[src/rtl/blk_wprot.sv]
module blk_wprot #(
  parameter int NBLK   = 16,
  parameter int LOWGRP = 7,
  localparam int AW    = (NBLK > 1) ? $clog2(NBLK) : 1
) (
  input  logic            clk,
  input  logic            rst_n,
  input  logic            init_n,
  input  logic [AW-1:0]   reg_addr,
  input  logic [7:0]      reg_wdata,
  input  logic            reg_we,
  output logic [7:0]      reg_rdata,
  input  logic            boot_prot_n,
  input  logic            grp_prot_n,
  input  logic            op_start,
  input  logic [AW-1:0]   op_blk,
  output logic            op_permit,
  output logic [NBLK-1:0] allowed
);

  logic [NBLK-1:0] wl;
  logic [NBLK-1:0] ld;
  logic            arst_n;
  logic            addr_ok;
  logic            blk_ok;

  assign arst_n  = rst_n & init_n;
  assign addr_ok = 32'(reg_addr) < NBLK;
  assign blk_ok  = 32'(op_blk) < NBLK;

  always_ff @(posedge clk or negedge arst_n) begin
    if (!arst_n) begin
      wl <= '1;
      ld <= '0;
    end else if (reg_we && addr_ok && !ld[reg_addr]) begin
      wl[reg_addr] <= reg_wdata[0];
      ld[reg_addr] <= reg_wdata[1];
    end
  end

  assign reg_rdata = addr_ok ? {6'b0, ld[reg_addr], wl[reg_addr]} : 8'h00;

  for (genvar i = 0; i < NBLK; i++) begin : g_blk
    logic hw_prot;
    if (i == NBLK - 1 && i < LOWGRP) begin : g_both
      assign hw_prot = !boot_prot_n || !grp_prot_n;
    end else if (i == NBLK - 1) begin : g_boot
      assign hw_prot = !boot_prot_n;
    end else if (i < LOWGRP) begin : g_low
      assign hw_prot = !grp_prot_n;
    end else begin : g_free
      assign hw_prot = 1'b0;
    end
    assign allowed[i] = !wl[i] && !hw_prot;
  end

  always_ff @(posedge clk or negedge arst_n) begin
    if (!arst_n)       op_permit <= 1'b0;
    else if (op_start) op_permit <= blk_ok && allowed[op_blk];
  end

endmodule


[config.mk]
export PLATFORM = sky130hd
export DESIGN_NAME = blk_wprot
export DESIGN_NICKNAME = d
export VERILOG_FILES = /design/src/rtl/blk_wprot.sv
export SDC_FILE = /design/constraint.sdc
export NUM_CORES = 1
export LEC_CHECK = 0
export ABC_AREA = 1
export CAP_MARGIN = 0
export CORE_MARGIN = 2
export CORE_UTILIZATION = 45
export DETAILED_ROUTE_END_ITERATION = 10
export GPL_TIMING_DRIVEN = 0
export PLACE_DENSITY = 0.7
export SLEW_MARGIN = 30
export SYNTH_ARGS = -nofsm -noshare
export SYNTH_HDL_FRONTEND = slang
export SYNTH_SLANG_ARGS = --single-unit
[constraint.sdc]
create_clock -name clk -period 2.3 [get_ports clk]
set_input_delay 0.23 -clock clk [delete_from_list [all_inputs] [get_ports clk]]
set_output_delay 0.23 -clock clk [all_outputs]
set_load 0.005 [all_outputs]
==> results.json, run 1 <==
{
  "dp_cells": 407,
  "synth.top_cell.area_share_pct": 19.9,
  "p_leak_uw": 0.00134,
  "pwr-share-clk_pct": 26.5,
  "placed_cell_area_sq_um": 2520,
  "synth_cells": 318,
  "synthArstFlopShare_pct": 100,
  "grt_max_degree": 34,
  "via_per_inst": 5.16,
  "cp-end-kind": "primary output",
  "syn_area_sq_um": 2140,
  "clk_pin_slew_ns": 0.06,
  "dr.pass1.iters": 4,
  "fmax_mhz": 469,
  "synth_area_leaders": "dfrtp_1 20%, dfstp_2 20%, nand2_1 18%",
  "first_iter_violations": 149,
  "rsz0062_at_grt": "no",
  "cap_violations": 0,
  "relSlewSlack_pct": 55.1,
  "postRouteAntennaNets": 0,
  "p_int_uw": 1170,
  "clock_path_buffers": 2,
  "p_sw_share_pct": 31.0,
  "synth_commonest_cells": "103 x nand2_1, 42 x inv_1, 33 x nand4_1",
  "multi_input_area_sq_um": 1030,
  "pwr-share-seq_pct": 45.2,
  "die_area_sq_um": 5320,
  "grt_pass1_wl_um": 9220,
  "crit_type": "input port to primary output",
  "cp_common_cell": "nand2_1",
  "tightest_slew_ns": 0.672,
  "yosys_warnings": 0,
  "core.rowCount": 25,
  "p_switching_uw": 526,
  "cts_tree": "built",
  "drv_slew": 0,
  "overflow": 0,
  "core-area_sq_um": 4660,
  "worstPathMaxFanout": 10,
  "syn_to_final_growth_pct": 24.3,
  "dp_hpwl_um": 4240,
  "initial_core_util_pct": 45.9,
  "drive_gt1_share_pct": 12.9,
  "h-tree-depth": 2,
  "stdcell_count": 417,
  "cp_cell_sequence": "dlygate4sd2_1 -> buf_6 -> nand2_1 -> inv_1 -> a22oi_1 -> nand2_1 -> nand2_1 -> nand4_1 -> clkdlybuf4s50_1",
  "critPathLaunchType": "input port",
  "cts_root_buffer": "clkbuf_8",
  "die_w_um": 72.9,
  "gp_congestion": 0.898,
  "setup_slack_ns": 0.168,
  "fillers": 478,
  "seq_area_sq_um": 846,
  "track_usage_pct": 22.6,
  "drc_errors": 0,
  "synth_most_common_cell": "nand2_1",
  "peakVddDrop_mv": 0.372,
  "clock-skew-final_ns": 0.00752,
  "vias": 2152,
  "synth_edf_count": 0,
  "avgSynthCellArea_sq_um": 6.72,
  "finalCriticalPeriod_ns": 2.13,
  "ys_types": 22,
  "clkSinkCount": 33,
  "antenna_found_initial": 0,
  "critical-path-top-delay-family": "buffers and inverters",
  "final_util_pct": 57.0,
  "die-height_um": 72.9,
  "synth_top_cell_by_area": "dfrtp_1",
  "status": "finished clean",
  "wirelength_um": 5630,
  "reg2reg_slack_ns": 0.89,
  "final_nets": 385,
  "cts_inserted_buffers": 5,
  "ys.flop_type": "dfrtp_1",
  "whs_ns": 0.290,
  "clk_latency_ns": 0.29,
  "hold_path.class": "input port to flop",
  "critical_path_arrival_ns": 1.90,
  "io_buffers": 30,
  "n_antenna_cell": 0,
  "io-pin-count": 48,
  "wl_per_cell_um": 13.5,
  "min_period_over_period_pct": 92.7,
  "grt_pass1_vias": 2057,
  "yosysSeqAreaShare_pct": 39.6,
  "cp_slowest_cell": "clkdlybuf4s50_1",
  "pre_cts_ws_ns": -0.140,
  "p_per_area_nw_per_um2": 638,
  "ys_seq_elements": 33,
  "required_ns": 2.07,
  "path_buf_inv": 4,
  "final_cell_area_sq_um": 2660,
  "setup_violations": 0,
  "power_frac_comb_pct": 28.3,
  "finalHoldViolations": 0,
  "slowest_delay_ns": 0.47
}
power groups by stage:
stage,Clock (uW),Sequential (uW),Combinational [uW]
finish,450,766,479
CTS,463,766,470
global route,490,775,537
floorplan,0,744,267
global placement,0,777,464
detailed placement,0,775,468
stage by stage:
stage          TNS [ns]  power [uW]
6_report              0        1700
5_1_grt               0        1800
4_1_cts               0        1700
3_5_place_dp     -0.269        1240
3_3_place_gp     -0.269        1240
2_1_floorplan         0        1010
cell usage in the layout, fill, tap and decap left out, types with 12 or more instances in the layout:
| master | instances |
|---|---|
| dfrtp_1 | 17 |
| o21ai_0 | 12 |
| nor2_1 | 25 |
| nand3_1 | 25 |
| clkdlybuf4s50_1 | 27 |
| nand2_1 | 101 |
| nand4_1 | 33 |
| inv_1 | 41 |
| dfstp_2 | 16 |
flip-flops by register name, indices dropped and copies added, names as in the netlist:
register,flops
wl,16
op_permit,1
ld,16
per-layer routing:
| metal | vias up | track usage, % | wire, um |
|---|---|---|---|
| met5 | - | 0 | 0 |
| met4 | 0 | 6.79 | 59 |
| met3 | 5 | 3.87 | 340 |
| met2 | 67 | 36.5 | 2600 |
| met1 | 980 | 31.0 | 2620 |
| li1 | 1100 | - | - |
path summary, 6_finish.rpt:
path / start / to / cells past startpoint
hold / removal: reg_wdata[1] / ld[4] / 3
hold reg to reg: ld[12] / ld[12] / 2
setup reg to reg: ld[2] / wl[0] / 10
max in group asynchronous: rst_n / ld[0] / 3
min in group asynchronous: init_n / op_permit / 3
setup / recovery: reg_addr[0] / reg_rdata[0] / 9
tightest hold or removal path: cells and delay by family:
kind / cells / cell delay [ns]
buffers and inverters: 1 / 0.14
AND/OR/NAND/NOR: 2 / 0.17
timing repair:
| action | 4_1_cts | 5_1_grt |
|---|---|---|
| hold buffers | 0 | 0 |
| pin swaps | 0 | 0 |
| gates resized for setup | 3 | 9 |
| setup buffers | 0 | 2 |
| setup endpoints to repair | 2 | 2 |
cell type report:
type,count,share of cell area (%)
tap,54,2.54
inverter,43,6.07
sequential,33,31.8
clock buffer,8,3.39
timing repair buffer,32,12.0
multi-input combinational,223,38.7
buffer,24,5.41
cell families (layout without fill, tap and decap cells):
| group | count (synthesis) | after routing | synth area share (%) |
|---|---|---|---|
| other | 1 | 6 | 0.175 |
| and+or+nand+nor | 192 | 192 | 39.6 |
| AOI/OAI and AO/OA | 25 | 25 | 6.61 |
| DFF | 33 | 33 | 39.6 |
| buffers and inverters | 67 | 107 | 14.1 |
Note: power is estimated with default switching activity, not from simulation.
==> run 2, diff against run 1 <==
--- a/config.mk
+++ b/config.mk
@@ -5,13 +5,13 @@
 export SDC_FILE = /design/constraint.sdc
 export NUM_CORES = 1
 export LEC_CHECK = 0
-export ABC_AREA = 1
+export ABC_AREA = 0
 export CAP_MARGIN = 0
 export CORE_MARGIN = 2
 export CORE_UTILIZATION = 45
 export DETAILED_ROUTE_END_ITERATION = 10
 export GPL_TIMING_DRIVEN = 0
-export PLACE_DENSITY = 0.7
+export PLACE_DENSITY = 0.74
 export SLEW_MARGIN = 30
 export SYNTH_ARGS = -nofsm -noshare
 export SYNTH_HDL_FRONTEND = slang
==> results.json, run 2 <==
{
  "status": "finished clean",
  "cts_tree": "built",
  "setup_violations": 0,
  "synth_most_common_cell": "nor2_1",
  "first_iter_violations": 107,
  "min_period_over_period_pct": 96.8,
  "vias": 1424,
  "core.rowCount": 23,
  "fmax_mhz": 449,
  "synth_cells": 163,
  "cap_violations": 0,
  "drive_gt1_share_pct": 29.0,
  "synth_commonest_cells": "21 x nor2_1, 17 x dfrtp_1, 16 x dfstp_2",
  "p_leak_uw": 0.00105,
  "io_buffers": 31,
  "synth_top_cell_by_area": "dfrtp_1",
  "synth.top_cell.area_share_pct": 22.3,
  "setup_slack_ns": 0.0732,
  "tightest_slew_ns": 0.727,
  "overflow": 0,
  "reg.largest.list": "ld: 16 flops, wl: 16 flops, op_permit: 1 flops",
  "fillers": 337,
  "initial_core_util_pct": 47.1,
  "layout_commonest_cell": "clkdlybuf4s50_1",
  "holdBufCountCts": 0,
  "finalHoldViolations": 0,
  "clock-skew-final_ns": 0.00899,
  "stdcell_count": 257,
  "ys_types": 38,
  "via_per_inst": 5.54,
  "grt_pass1_vias": 1414,
  "dp_cells": 249,
  "cp_slowest_cell": "mux4_1",
  "synthArstFlopShare_pct": 100,
  "critical-path-top-delay-family": "multiplexers",
  "yosysSeqAreaShare_pct": 44.3,
  "h-tree-depth": 2,
  "pre_cts_ws_ns": -0.529,
  "cts-resized-gates": 7,
  "dp_hpwl_um": 3120,
  "drc_errors": 0,
  "holdPathStages": 1,
  "reg2reg_slack_ns": 0.43,
  "reg2reg_to": "wl[9]",
  "cp-end-kind": "primary output",
  "r2r_cells": 4,
  "relSlewSlack_pct": 51.5,
  "synth_edf_count": 0,
  "hold_path.class": "flop to flop",
  "n_antenna_cell": 0,
  "peakVddDrop_mv": 0.576,
  "cp-startpoint": "ld[14]",
  "clk_pin_slew_ns": 0.06,
  "antenna_found_initial": 0,
  "multi_input_area_sq_um": 957,
  "clkSinkCount": 33,
  "syn_area_sq_um": 1910,
  "critical_path_arrival_ns": 2.00,
  "cts_inserted_buffers": 5,
  "synth_area_leaders": "dfrtp_1 22%, dfstp_2 22%, mux4_2 9.4%",
  "postRouteAntennaNets": 0,
  "grt_max_degree": 34,
  "critPathLaunchType": "flop",
  "dr.pass1.iters": 4,
  "gp_congestion": 0.840,
  "die-height_um": 69.2,
  "crit_type": "flop to primary output",
  "yosys_warnings": 0,
  "path_buf_inv": 1,
  "cts_root_buffer": "clkbuf_8",
  "hp-start": "ld[12]",
  "ys_seq_elements": 33,
  "cp_common_cell": "mux4_1",
  "clk_latency_ns": 0.28,
  "wirelength_um": 4110,
  "die_w_um": 69.2,
  "die_area_sq_um": 4780,
  "tns_ns": 0,
  "avgSynthCellArea_sq_um": 11.7,
  "drv_slew": 0,
  "cp_cell_sequence": "mux4_1 -> mux4_1 -> dlygate4sd2_1",
  "io-pin-count": 48,
  "finalCriticalPeriod_ns": 2.23,
  "slowest_delay_ns": 0.53,
  "syn_to_final_growth_pct": 26.8,
  "track_usage_pct": 18.5,
  "clock_path_buffers": 2,
  "required_ns": 2.07,
  "rsz0062_at_grt": "no",
  "grt_pass1_wl_um": 6980,
  "cts_setup_buffers": 0,
  "seq_area_sq_um": 846,
  "p_per_area_nw_per_um2": 893,
  "final_nets": 229,
  "layout_common_cells": "28 x clkdlybuf4s50_1, 21 x nor2_1, 17 x dfrtp_1",
  "ys.flop_type": "dfrtp_1",
  "wl_per_cell_um": 16.0,
  "worstPathMaxFanout": 3,
  "core-area_sq_um": 4060,
  "hold_end": "ld[12]",
  "r2r_start": "ld[10]"
}
[run 2: changes by cell type in the layout (fill, tap and decap cells not counted), sizes merged, moves of 6 or more]
cell | before | now
a21o | 0 | 12
buf | 19 | 8
inv | 43 | 9
mux2 | 0 | 17
mux4 | 0 | 11
nand2 | 103 | 4
nand3 | 25 | 1
nand4 | 33 | 1
nor3b | 0 | 6
o21ai | 14 | 1
[run 2: worst max-delay path by stage]
stage          slack (ns)      endpoint  cells after the start
2_1_floorplan        0.40  reg_rdata[0]                      4
3_3_place_gp        -0.46  reg_rdata[0]                      5
3_5_place_dp        -0.53  reg_rdata[0]                      5
4_1_cts              0.07  reg_rdata[1]                      3
5_1_grt             0.007  reg_rdata[1]                      3
6_report             0.07  reg_rdata[1]                      3
[run 2: metal layers]
metal / global-route usage [%] / part of all wire, % / vias up
li1: - / - / 650
met1: 23.2 / 42 / 700
met2: 30.1 / 48 / 68
met3: 5.41 / 7.9 / 6
met4: 7.19 / 1.7 / 0
met5: 0 / 0 / -
[run 2: stage by stage]
step / cell area [sq um] / hold WS [ns] / utilization, % / power (uW)
3_3_place_gp: 2300 / 0.430 / 56.7 / 1600
3_5_place_dp: 2300 / 0.437 / 56.8 / 1630
2_1_floorplan: 1930 / 0.366 / - / 1310
5_1_grt: 2420 / 0.470 / 59.7 / 2280
4_1_cts: 2420 / 0.452 / 59.7 / 2180
6_report: 2420 / 0.449 / 59.7 / 2160
[run 2: cell families (layout without fill, tap and decap cells)]
kind of cell    after synthesis  after routing  synth area share [%]
simple gates                 51             51                  14.7
flops                        33             33                  44.3
mux                          31             31                  25.1
buf+inv                      24             63                  6.68
compound gates               23             23                  9.04
other cells                   1              6                 0.196
[run 2: cell type report]
| class | count | share of cell area [%] |
|---|---|---|
| clock buffers | 7 | 3.56 |
| clock inverters | 1 | 1.24 |
| flip-flops and latches | 33 | 34.9 |
| repair buffers | 31 | 12.7 |
| well taps | 50 | 2.58 |
| inverters | 10 | 1.55 |
| multi-input cells | 111 | 39.5 |
| plain buffers | 14 | 3.93 |
[run 2: report_power, final]
group	leakage [uW]	internal, uW	switching [uW]
clock	0.0000585	353	203
sequential	0.000378	822	142
combinational	0.000616	417	227
